--- config.mk ---
export PLATFORM = sky130hd
export DESIGN_NAME = mmc_host_regs
export DESIGN_NICKNAME = d
export VERILOG_FILES = /design/src/rtl/mmch_pkg.sv /design/src/rtl/mmch_bank.sv /design/src/rtl/mmch_rdmux.sv /design/src/rtl/mmch_irq.sv /design/src/rtl/mmc_host_regs.sv
export SDC_FILE = /design/constraint.sdc
export NUM_CORES = 1
export LEC_CHECK = 0
export BUFFER_PORTS_ARGS = -buffer_cell sky130_fd_sc_hd__buf_2
export CAP_MARGIN = 20
export CELL_PAD_IN_SITES_DETAIL_PLACEMENT = 2
export CELL_PAD_IN_SITES_GLOBAL_PLACEMENT = 2
export CORE_ASPECT_RATIO = 0.5
export CORE_MARGIN = 2
export CORE_UTILIZATION = 27
export CTS_CLUSTER_DIAMETER = 120
export DETAILED_ROUTE_END_ITERATION = 10
export PLACE_DENSITY = 0.78
export SYNTH_ARGS = -nofsm -noshare
export SYNTH_HDL_FRONTEND = slang
export SYNTH_SLANG_ARGS = --single-unit
--- constraint.sdc ---
create_clock -name clk -period 3.92 [get_ports clk]
set_clock_uncertainty 0.1 [all_clocks]
set_input_delay 0.98 -clock clk [delete_from_list [all_inputs] [get_ports clk]]
set_output_delay 0.98 -clock clk [all_outputs]
set_load 0.01 [all_outputs]
--- src/rtl/mmch_pkg.sv ---
package mmch_pkg;

    localparam int ADDR_W     = 12;
    localparam int WORD_W     = ADDR_W - 2;
    localparam int DATA_W     = 32;
    localparam int LATCH_W    = 11;
    localparam int LIVE_W     = 11;
    localparam int STAT_W     = LATCH_W + LIVE_W;
    localparam int CMD_W      = 11;
    localparam int CMD_GO_BIT = 10;
    localparam int DSTART_BIT = 0;
    localparam int NARROW_W   = 8;
    localparam int LEN_W      = 16;
    localparam int CNT_W      = 16;
    localparam int RESP_WORDS = 4;
    localparam int RESP_CMD_W = 6;
    localparam int IRQ_LINES  = 2;

    // word addresses (byte address / 4)
    localparam logic [WORD_W-1:0] W_POWER   = 10'h000;
    localparam logic [WORD_W-1:0] W_CLOCK   = 10'h001;
    localparam logic [WORD_W-1:0] W_ARG     = 10'h002;
    localparam logic [WORD_W-1:0] W_CMD     = 10'h003;
    localparam logic [WORD_W-1:0] W_RESPCMD = 10'h004;
    localparam logic [WORD_W-1:0] W_RESP0   = 10'h005;
    localparam logic [WORD_W-1:0] W_DTIMER  = 10'h009;
    localparam logic [WORD_W-1:0] W_DLEN    = 10'h00A;
    localparam logic [WORD_W-1:0] W_DCTRL   = 10'h00B;
    localparam logic [WORD_W-1:0] W_DCNT    = 10'h00C;
    localparam logic [WORD_W-1:0] W_STATUS  = 10'h00D;
    localparam logic [WORD_W-1:0] W_CLEAR   = 10'h00E;
    localparam logic [WORD_W-1:0] W_MASK0   = 10'h00F;
    localparam logic [WORD_W-1:0] W_FIFOCNT = 10'h012;

    // FIFO data port: words 0x20..0x2F (bytes 0x80..0xBC)
    function automatic logic is_fifo_word(input logic [WORD_W-1:0] w);
        return w[WORD_W-1:4] == 6'h02;
    endfunction

    // identification block: words 0x3F8..0x3FF (bytes 0xFE0..0xFFC)
    function automatic logic is_id_word(input logic [WORD_W-1:0] w);
        return &w[WORD_W-1:3];
    endfunction

    function automatic logic [7:0] id_byte(input logic [2:0] idx);
        case (idx)
            3'd0:    return 8'h81;
            3'd1:    return 8'h11;
            3'd2:    return 8'h04;
            3'd3:    return 8'h00;
            3'd4:    return 8'h0D;
            3'd5:    return 8'hF0;
            3'd6:    return 8'h05;
            default: return 8'hB1;
        endcase
    endfunction

endpackage

--- src/rtl/mmch_bank.sv ---
module mmch_bank
    import mmch_pkg::*;
#(
    parameter int NUM_IRQ = IRQ_LINES
) (
    input  logic                      clk,
    input  logic                      rst_n,
    input  logic                      wr_en_i,
    input  logic [WORD_W-1:0]         word_i,
    input  logic [DATA_W-1:0]         wdata_i,
    input  logic [LATCH_W-1:0]        evt_i,
    output logic [NARROW_W-1:0]       power_o,
    output logic [NARROW_W-1:0]       clock_o,
    output logic [DATA_W-1:0]         arg_o,
    output logic [CMD_W-1:0]          cmd_o,
    output logic [DATA_W-1:0]         dtimer_o,
    output logic [LEN_W-1:0]          dlen_o,
    output logic [NARROW_W-1:0]       dctrl_o,
    output logic [LATCH_W-1:0]        latched_o,
    output logic [NUM_IRQ*STAT_W-1:0] mask_o,
    output logic                      cmd_go_o,
    output logic                      data_start_o,
    output logic                      fifo_push_o
);

    typedef struct packed {
        logic [NARROW_W-1:0]             power;
        logic [NARROW_W-1:0]             clock;
        logic [DATA_W-1:0]               arg;
        logic [CMD_W-1:0]                cmd;
        logic [DATA_W-1:0]               dtimer;
        logic [LEN_W-1:0]                dlen;
        logic [NARROW_W-1:0]             dctrl;
        logic [LATCH_W-1:0]              lat;
        logic [NUM_IRQ-1:0][STAT_W-1:0]  mask;
    } bank_t;

    bank_t               bank_d, bank_q;
    logic [LATCH_W-1:0]  clr_d;

    always_comb begin
        bank_d       = bank_q;
        clr_d        = '0;
        cmd_go_o     = 1'b0;
        data_start_o = 1'b0;
        fifo_push_o  = 1'b0;
        if (wr_en_i) begin
            if (is_fifo_word(word_i)) begin
                fifo_push_o = 1'b1;
            end else begin
                case (word_i)
                    W_POWER:  bank_d.power  = wdata_i[NARROW_W-1:0];
                    W_CLOCK:  bank_d.clock  = wdata_i[NARROW_W-1:0];
                    W_ARG:    bank_d.arg    = wdata_i;
                    W_CMD: begin
                        bank_d.cmd             = wdata_i[CMD_W-1:0];
                        bank_d.cmd[CMD_GO_BIT] = 1'b0;
                        cmd_go_o               = wdata_i[CMD_GO_BIT];
                    end
                    W_DTIMER: bank_d.dtimer = wdata_i;
                    W_DLEN:   bank_d.dlen   = wdata_i[LEN_W-1:0];
                    W_DCTRL: begin
                        bank_d.dctrl = wdata_i[NARROW_W-1:0];
                        data_start_o = wdata_i[DSTART_BIT];
                    end
                    W_CLEAR:  clr_d = wdata_i[LATCH_W-1:0];
                    default: ;
                endcase
                for (int k = 0; k < NUM_IRQ; k++) begin
                    if (word_i == WORD_W'(int'(W_MASK0) + k)) begin
                        bank_d.mask[k] = wdata_i[STAT_W-1:0];
                    end
                end
            end
        end
        // a new event outranks a clear landing in the same cycle
        bank_d.lat = (bank_q.lat & ~clr_d) | evt_i;
    end

    always_ff @(posedge clk) begin
        if (!rst_n) begin
            bank_q <= '0;
        end else begin
            bank_q <= bank_d;
        end
    end

    assign power_o   = bank_q.power;
    assign clock_o   = bank_q.clock;
    assign arg_o     = bank_q.arg;
    assign cmd_o     = bank_q.cmd;
    assign dtimer_o  = bank_q.dtimer;
    assign dlen_o    = bank_q.dlen;
    assign dctrl_o   = bank_q.dctrl;
    assign latched_o = bank_q.lat;
    assign mask_o    = bank_q.mask;

endmodule

--- src/rtl/mmch_rdmux.sv ---
module mmch_rdmux
    import mmch_pkg::*;
#(
    parameter int NUM_IRQ = IRQ_LINES
) (
    input  logic                         clk,
    input  logic                         rst_n,
    input  logic                         rd_en_i,
    input  logic [WORD_W-1:0]            word_i,
    input  logic [NARROW_W-1:0]          power_i,
    input  logic [NARROW_W-1:0]          clock_i,
    input  logic [DATA_W-1:0]            arg_i,
    input  logic [CMD_W-1:0]             cmd_i,
    input  logic [DATA_W-1:0]            dtimer_i,
    input  logic [LEN_W-1:0]             dlen_i,
    input  logic [NARROW_W-1:0]          dctrl_i,
    input  logic [STAT_W-1:0]            status_i,
    input  logic [NUM_IRQ*STAT_W-1:0]    mask_i,
    input  logic [RESP_CMD_W-1:0]        resp_cmd_i,
    input  logic [RESP_WORDS*DATA_W-1:0] resp_i,
    input  logic [CNT_W-1:0]             dcnt_i,
    input  logic [DATA_W-1:0]            fifo_rdata_i,
    output logic [DATA_W-1:0]            rdata_o,
    output logic                         fifo_pop_o
);

    typedef struct packed {
        logic [DATA_W-1:0] rdata;
    } rd_t;

    rd_t               rd_d, rd_q;
    logic [DATA_W-1:0] sel_d;
    logic [CNT_W:0]    cnt_round_d;

    always_comb begin
        cnt_round_d = {1'b0, dcnt_i} + (CNT_W+1)'(3);
        sel_d       = '0;
        fifo_pop_o  = 1'b0;
        if (is_id_word(word_i)) begin
            sel_d = DATA_W'(id_byte(word_i[2:0]));
        end else if (is_fifo_word(word_i)) begin
            sel_d      = fifo_rdata_i;
            fifo_pop_o = rd_en_i;
        end else begin
            case (word_i)
                W_POWER:   sel_d = DATA_W'(power_i);
                W_CLOCK:   sel_d = DATA_W'(clock_i);
                W_ARG:     sel_d = arg_i;
                W_CMD:     sel_d = DATA_W'(cmd_i);
                W_RESPCMD: sel_d = DATA_W'(resp_cmd_i);
                W_DTIMER:  sel_d = dtimer_i;
                W_DLEN:    sel_d = DATA_W'(dlen_i);
                W_DCTRL:   sel_d = DATA_W'(dctrl_i);
                W_DCNT:    sel_d = DATA_W'(dcnt_i);
                W_STATUS:  sel_d = DATA_W'(status_i);
                W_FIFOCNT: sel_d = DATA_W'(cnt_round_d[CNT_W:2]);
                default: ;
            endcase
            for (int k = 0; k < RESP_WORDS; k++) begin
                if (word_i == WORD_W'(int'(W_RESP0) + k)) begin
                    sel_d = resp_i[k*DATA_W +: DATA_W];
                end
            end
            for (int k = 0; k < NUM_IRQ; k++) begin
                if (word_i == WORD_W'(int'(W_MASK0) + k)) begin
                    sel_d = DATA_W'(mask_i[k*STAT_W +: STAT_W]);
                end
            end
        end
        rd_d.rdata = rd_en_i ? sel_d : rd_q.rdata;
    end

    always_ff @(posedge clk) begin
        if (!rst_n) begin
            rd_q <= '0;
        end else begin
            rd_q <= rd_d;
        end
    end

    assign rdata_o = rd_q.rdata;

endmodule

--- src/rtl/mmch_irq.sv ---
module mmch_irq
    import mmch_pkg::*;
#(
    parameter int NUM_IRQ = IRQ_LINES
) (
    input  logic [STAT_W-1:0]         status_i,
    input  logic [NUM_IRQ*STAT_W-1:0] mask_i,
    output logic [NUM_IRQ-1:0]        irq_o
);

    for (genvar k = 0; k < NUM_IRQ; k++) begin : g_line
        assign irq_o[k] = |(status_i & mask_i[k*STAT_W +: STAT_W]);
    end

endmodule

--- src/rtl/mmc_host_regs.sv ---
module mmc_host_regs
    import mmch_pkg::*;
#(
    parameter int NUM_IRQ = IRQ_LINES
) (
    input  logic                         clk,
    input  logic                         rst_n,
    input  logic                         bus_wr_i,
    input  logic                         bus_rd_i,
    input  logic [ADDR_W-1:0]            bus_addr_i,
    input  logic [DATA_W-1:0]            bus_wdata_i,
    output logic [DATA_W-1:0]            bus_rdata_o,
    input  logic [LATCH_W-1:0]           evt_set_i,
    input  logic [LIVE_W-1:0]            live_stat_i,
    input  logic [RESP_CMD_W-1:0]        resp_cmd_i,
    input  logic [RESP_WORDS*DATA_W-1:0] resp_words_i,
    input  logic [CNT_W-1:0]             data_cnt_i,
    input  logic [DATA_W-1:0]            fifo_rdata_i,
    output logic [NARROW_W-1:0]          power_o,
    output logic [NARROW_W-1:0]          clk_ctrl_o,
    output logic [DATA_W-1:0]            cmd_arg_o,
    output logic [CMD_W-1:0]             cmd_o,
    output logic                         cmd_go_o,
    output logic [DATA_W-1:0]            data_timer_o,
    output logic [LEN_W-1:0]             data_len_o,
    output logic [NARROW_W-1:0]          data_ctrl_o,
    output logic                         data_start_o,
    output logic                         fifo_push_o,
    output logic [DATA_W-1:0]            fifo_wdata_o,
    output logic                         fifo_pop_o,
    output logic [NUM_IRQ-1:0]           irq_o
);

    logic [WORD_W-1:0]         word;
    logic                      unused_lsb;
    logic [LATCH_W-1:0]        latched;
    logic [STAT_W-1:0]         status;
    logic [NUM_IRQ*STAT_W-1:0] mask_flat;

    assign word         = bus_addr_i[ADDR_W-1:2];
    assign unused_lsb   = ^bus_addr_i[1:0];
    assign status       = {live_stat_i, latched};
    assign fifo_wdata_o = bus_wdata_i;

    mmch_bank #(.NUM_IRQ(NUM_IRQ)) u_bank (
        .clk          (clk),
        .rst_n        (rst_n),
        .wr_en_i      (bus_wr_i),
        .word_i       (word),
        .wdata_i      (bus_wdata_i),
        .evt_i        (evt_set_i),
        .power_o      (power_o),
        .clock_o      (clk_ctrl_o),
        .arg_o        (cmd_arg_o),
        .cmd_o        (cmd_o),
        .dtimer_o     (data_timer_o),
        .dlen_o       (data_len_o),
        .dctrl_o      (data_ctrl_o),
        .latched_o    (latched),
        .mask_o       (mask_flat),
        .cmd_go_o     (cmd_go_o),
        .data_start_o (data_start_o),
        .fifo_push_o  (fifo_push_o)
    );

    mmch_rdmux #(.NUM_IRQ(NUM_IRQ)) u_rdmux (
        .clk          (clk),
        .rst_n        (rst_n),
        .rd_en_i      (bus_rd_i),
        .word_i       (word),
        .power_i      (power_o),
        .clock_i      (clk_ctrl_o),
        .arg_i        (cmd_arg_o),
        .cmd_i        (cmd_o),
        .dtimer_i     (data_timer_o),
        .dlen_i       (data_len_o),
        .dctrl_i      (data_ctrl_o),
        .status_i     (status),
        .mask_i       (mask_flat),
        .resp_cmd_i   (resp_cmd_i),
        .resp_i       (resp_words_i),
        .dcnt_i       (data_cnt_i),
        .fifo_rdata_i (fifo_rdata_i),
        .rdata_o      (bus_rdata_o),
        .fifo_pop_o   (fifo_pop_o)
    );

    mmch_irq #(.NUM_IRQ(NUM_IRQ)) u_irq (
        .status_i (status),
        .mask_i   (mask_flat),
        .irq_o    (irq_o)
    );

endmodule

# Word level (Yosys, flattened, before mapping)
# Cells that the tools add are included.
[totals] reg_bits=201 word_cells=79 input_bits=252
[op_classes] mux=23 addsub=1 bitwise=6 n_eq_ne=24 n_reduce_logical=14
[ops] op="$pmux 32 s11" count=1
[ops] op="$mux 32" count=8
[ops] op="$eq 10x4->1 const B" count=8
[ops] op="$pmux 8 s7" count=1
[ops] op="$and 22x22->22" count=2
[ops] op="$reduce_or 22->1" count=2
[ops] op="$eq 10x3->1 const B" count=4
[ops] op="$mux 11" count=3
[ops] op="$reduce_and 3->1" count=9
[ops] op="$eq 10x2->1 const B" count=2
[ops] op="$eq 10x5->1 const B" count=2
[ops] op="$add 16x2->17 const B" count=1
[ops] op="$and 11x11->11" count=1
[ops] op="$not 11->11" count=1
[ops] op="$or 11x11->11" count=1
[ops] op="$eq 10x1->1 const B" count=1
[ops] op="$logic_not 10->1" count=1
[ops] op="$mux 1" count=10
[ops] op="$eq 3x3->1 const B" count=3
[ops] op="$reduce_and 7->1" count=1
[ops] op="$eq 3x2->1 const B" count=2
[ops] op="$eq 6x2->1 const B" count=1
[ops] op="$eq 3x1->1 const B" count=1
[ops] op="$logic_not 3->1" count=1
[ops] op="$not 1->1" count=1

# Logic depth before layout (Yosys ltp)
[logic_depth] depth_word=10 ltp_mapped=11 depth_no_buf=6

# Modules after synthesis
# A second synthesis with hierarchy kept.
[hier_totals] hier_cells=1377 area_unflattened_um2=11802.6
[modules_own_cells] mod="mmch_bank" cells_per_inst=618 n_inst=1 area_each_um2=6267.3
[modules_own_cells] mod="mmch_rdmux" cells_per_inst=701 n_inst=1 area_each_um2=5067.4
[modules_own_cells] mod="mmc_host_regs" cells_per_inst=32 n_inst=1 area_each_um2=240.2
[modules_own_cells] mod="mmch_irq" cells_per_inst=26 n_inst=1 area_each_um2=227.7

# Worst setup path before layout
# No wires, ideal clock.
[synth_path] kind="input-to-output" from="in bus_addr_i[8]" to="out fifo_push_o" path_slack_ps=324 stages=5 n_path_buf=2 arrival_time_ps=2516 path_cell_list="or4_1 > buf_2 > nor3b_1 > clkbuf_1 > and2_1"
[synth_between] elab_chain_cells=3
[synth_lines] element="start, declared" line="mmc_host_regs.sv:10" source="input logic [ADDR_W-1:0] bus_addr_i,"
[synth_lines] element="$eq 6x2->1" line="mmch_pkg.sv:37" source="return w[WORD_W-1:4] == 6'h02;"
[synth_lines] element="$mux 1" line="mmch_bank.sv:48" source="if (is_fifo_word(word_i)) begin"
[synth_lines] element="$mux 1" line="mmch_bank.sv:47" source="if (wr_en_i) begin"
[synth_lines] element="end, declared" line="mmc_host_regs.sv:28" source="output logic fifo_push_o,"
# Every way passes these cells.

# Worst setup path after layout
[layout_path] from="in bus_addr_i[8]" to="out fifo_pop_o"
[layout_between] elab_chain_cells=3
[layout_lines] element="$eq 6x2->1" line="mmch_pkg.sv:37"
[layout_lines] element="$mux 1" line="mmch_rdmux.sv:41" source="end else if (is_fifo_word(word_i)) begin"
[layout_lines] element="$mux 1 *" line="mmch_rdmux.sv:39" source="if (is_id_word(word_i)) begin"
[layout_lines] element="end, declared" line="mmc_host_regs.sv:30" source="output logic fifo_pop_o,"
# Mark *: on every way between the ends. The rest lies on a longest branch, timed or not.

==> metrics.log <==
[metrics] outcome: completed
[metrics] IO Count: 437
[metrics] Clock Sink Count: 201
[metrics] setup repair after global routing missed its margin: false
[metrics] via density per instance: 5.89
[metrics] post-DR wirelength/cell: 31.7 µm
[metrics] measured slew at the worst slew-check pin: 1040 ps
[metrics] post-synthesis cell type count: 72
[metrics] Design Area, Final: 15600 µm²
[metrics] number of hold-slack violations in the final timing report: 0
[metrics] largest stage delay on the critical path: 630 ps
[metrics] 1st-iter DRT viols: 1908
[metrics] most common library cell in the layout ignoring fill and taps: sky130_fd_sc_hd__buf_2
[metrics] largest net degree at the start of global routing: 152
[metrics] Worst-path clk slew: 70 ps
[metrics] required time of the critical path: 2840 ps
[metrics] number of nets in the synthesized netlist: 1776
[metrics] Starting Density: 27.6%
[metrics] Global Route Usage Sum: 33.9%
[metrics] number of I/O port buffers: 433
[metrics] fmax: 0.258 GHz
[metrics] placeable core region: 42400 µm²
[metrics] clock root buffer master: sky130_fd_sc_hd__clkbuf_16
[metrics] count of final setup violators: 0
[metrics] area growth from synthesis to layout: 33.3%
[metrics] commonest non-fill, non-tap cells in the layout: 432 x sky130_fd_sc_hd__buf_2, 355 x sky130_fd_sc_hd__nand2_1, 201 x sky130_fd_sc_hd__dfxtp_1
[metrics] largest delay contributor family on the critical path: simple AND/OR/NAND/NOR gates
[metrics] cell with the largest stage delay on the worst path: sky130_fd_sc_hd__nor2_1
[metrics] Syn Inst Count: 1524
[metrics] Die Wd: 298 µm
[metrics] Detailed Place HPWL: 60500 µm
[metrics] setup repair bufs after CTS: 0
[metrics] HP Class: reg -> reg
[metrics] DR vias: 15000
[metrics] Residual DRC: 0
[metrics] Power, Total: 5.34 mW
[metrics] CTS buffer count: 23
[metrics] H-tree depth: 1
[metrics] wire length after detailed routing: 80300 µm
[metrics] most used flip-flop cell after synthesis: sky130_fd_sc_hd__dfxtp_1
[metrics] routability congestion estimate from global placement: 1.00
[metrics] floorplan die height: 151 µm
[metrics] cell area power density: 343 nW/µm²
[metrics] largest voltage drop on the vdd net: 0.000202 V
[metrics] number of standard-cell rows in the floorplan: 53
[metrics] total congestion overflow after global routing: 0
[metrics] type of destination of the critical path: output port
[metrics] TritonCTS clock tree: yes
[metrics] Static Leak: 6.25 nW
[metrics] CP Max Fanout: 7
[metrics] antenna violations before repair: 13
[metrics] reported max-cap violation count: 0
[metrics] post-synthesis average cell area: 7.68 µm²
[metrics] global-route wire length before repair: 111000 µm
[metrics] Final ANT Viol Nets: 0
[metrics] most common cell type on the critical path: sky130_fd_sc_hd__buf_2
[metrics] type of origin of the critical path: input port
[metrics] cell area after synthesis: 11700 µm²
[metrics] number of synthesized flops with an enable pin: 0
[metrics] async set-or-reset flop fraction in the synthesized netlist: 0%
[metrics] iteration count of the initial detailed-routing pass: 5
[metrics] clock insertion delay at the later pin of the skew report: 560 ps
[metrics] #FFs+latches synth: 201
[metrics] floorplan die area: 45100 µm²
[metrics] cell chain of the critical path: buf_2 > nor4_4 > nand3b_1 > nor2_1 > buf_4 > buf_2
[metrics] accumulated negative setup slack: 0 ps
[metrics] CTS resizes: 0
[metrics] post-synthesis sequential area ratio: 34.4%
[metrics] Final nets: 2183
[metrics] max-slew violation count: 0
[metrics] total buffers and inverters traversed by the critical path: 3
[metrics] data arrival time of the critical path: 2790 ps
[metrics] kind of critical path: in -> out
[metrics] worst rel slew slack: 28.6%
[metrics] number of global-route vias before repair: 15100
[metrics] cts-stage hold buffer count: 0
[metrics] final critical path time including I/O delays and setup: 3870 ps
[metrics] warnings from Yosys: 0
[metrics] buffer depth of the longest clock path: 3
[metrics] placed inst area: 14700 µm²
[metrics] final period utilization: 98.8%
[metrics] layout cell share with drive strength beyond 1: 31.3%
==> sequential cells by signal, summed over array words and instances, names as in the netlist <==
signal / cells
u_bank.arg_o: 32
u_bank.dctrl_o: 8
u_bank.dtimer_o: 32
u_bank.cmd_o: 10
u_bank.latched_o: 11
u_bank.power_o: 8
u_bank.dlen_o: 16
u_bank.clock_o: 8
u_bank.mask_o: 44
u_rdmux.rdata_o: 32
==> tightest hold or removal path: cells and delay by family (launching register included) <==
kind / cells / cell delay (ps)
compound gates: 1 / 50
simple gates: 1 / 50
flops: 1 / 320
==> logic make-up (layout without fill, tap and decap cells) <==
| family | Yosys count | in the layout | synth area share, % |
|---|---|---|---|
| other | 1 | 13 | 0.0320 |
| and+or+nand+nor | 615 | 615 | 23.2 |
| xor gates and xnor gates | 12 | 12 | 0.898 |
| DFF | 201 | 201 | 34.4 |
| AOI/OAI and AO/OA | 484 | 484 | 30.2 |
| muxes | 56 | 56 | 4.95 |
| buffers and inverters | 155 | 579 | 6.34 |
==> synthesized netlist by cell type, types with 5 or more instances <==
cell type / n / area share (%)
sky130_fd_sc_hd__buf_1: 10 / 0.32
sky130_fd_sc_hd__a22oi_1: 49 / 3.1
sky130_fd_sc_hd__a211oi_1: 9 / 0.58
sky130_fd_sc_hd__buf_4: 33 / 2.1
sky130_fd_sc_hd__clkbuf_1: 90 / 2.9
sky130_fd_sc_hd__a21oi_1: 40 / 1.7
sky130_fd_sc_hd__o22ai_1: 24 / 1.3
sky130_fd_sc_hd__a221oi_1: 20 / 1.5
sky130_fd_sc_hd__a22o_1: 21 / 1.6
sky130_fd_sc_hd__mux2_2: 15 / 1.4
sky130_fd_sc_hd__nor3_1: 24 / 1.0
sky130_fd_sc_hd__o211ai_1: 7 / 0.45
sky130_fd_sc_hd__a31oi_1: 8 / 0.43
sky130_fd_sc_hd__xnor2_1: 8 / 0.60
sky130_fd_sc_hd__nand2_1: 355 / 11
sky130_fd_sc_hd__o21ai_0: 46 / 2.0
sky130_fd_sc_hd__nand3_1: 23 / 0.98
sky130_fd_sc_hd__o21a_1: 14 / 0.90
sky130_fd_sc_hd__a21boi_0: 152 / 9.7
sky130_fd_sc_hd__nor2b_1: 28 / 1.5
sky130_fd_sc_hd__nor2_1: 110 / 3.5
sky130_fd_sc_hd__buf_2: 17 / 0.73
sky130_fd_sc_hd__dfxtp_1: 201 / 34
sky130_fd_sc_hd__nor4_1: 11 / 0.59
sky130_fd_sc_hd__and2_1: 6 / 0.32
sky130_fd_sc_hd__and3_1: 7 / 0.37
sky130_fd_sc_hd__a2111oi_0: 7 / 0.52
sky130_fd_sc_hd__o31ai_1: 17 / 1.1
sky130_fd_sc_hd__a2bb2oi_1: 14 / 1.0
sky130_fd_sc_hd__mux2i_1: 41 / 3.5
sky130_fd_sc_hd__nand2b_1: 7 / 0.37
sky130_fd_sc_hd__nand4_1: 12 / 0.64
sky130_fd_sc_hd__o2111ai_1: 5 / 0.37
sky130_fd_sc_hd__o221ai_1: 11 / 0.82
==> where the power goes <==
group,leakage [nW],internal (mW),total [mW],switching [mW]
Clock,0.417,1.53,2.61,1.09
Combinational,4.21,0.245,0.659,0.413
Sequential,1.62,2.05,2.07,0.0189
==> stage by stage <==
stage                     util [%]  hold slack [ps]  worst slack, ps  std cells
after global placement        34.7              359              119       2483
final                         36.8              370             46.1       2537
after detailed placement      34.7              370              111       2483
after CTS                     36.7              381              135       2525
after floorplan                  -              353              324       1524
after global routing          36.8              409             78.5       2535
==> area by class of cell <==
type,count,area [µm²]
tap,577,722
antenna,12,30.0
multi-input combinational,1168,6970
timing repair buffer,534,2990
clock buffer,29,618
inverter,3,11.3
clock inverter,13,236
sequential,201,4020
fill,4945,26800
==> path summary, 6_finish.rpt <==
check,startpoint,endpoint,slack [ps],cells after the start
worst max-delay path,bus_addr_i[8],fifo_pop_o,50,6
worst min register to register,u_rdmux.rdata_o[15]$_SDFFE_PN0P_,u_rdmux.rdata_o[15]$_SDFFE_PN0P_,370,2
worst max register to register,u_bank.arg_o[7]$_SDFFE_PN0P_,u_rdmux.rdata_o[7]$_SDFFE_PN0P_,1340,6
worst min-delay path,u_rdmux.rdata_o[15]$_SDFFE_PN0P_,u_rdmux.rdata_o[15]$_SDFFE_PN0P_,370,2
==> layer usage <==
metal	track usage [%]	share of wire [%]	vias to the layer above	wire length [µm]
li1	-	-	6277	-
met3	7.70	9.2	161	7410
met5	0	0.010	-	8
met1	44.9	42	7717	33600
met4	11.8	3.3	2	2670
met2	54.4	46	798	36600
(Power assumes the default switching activity.)
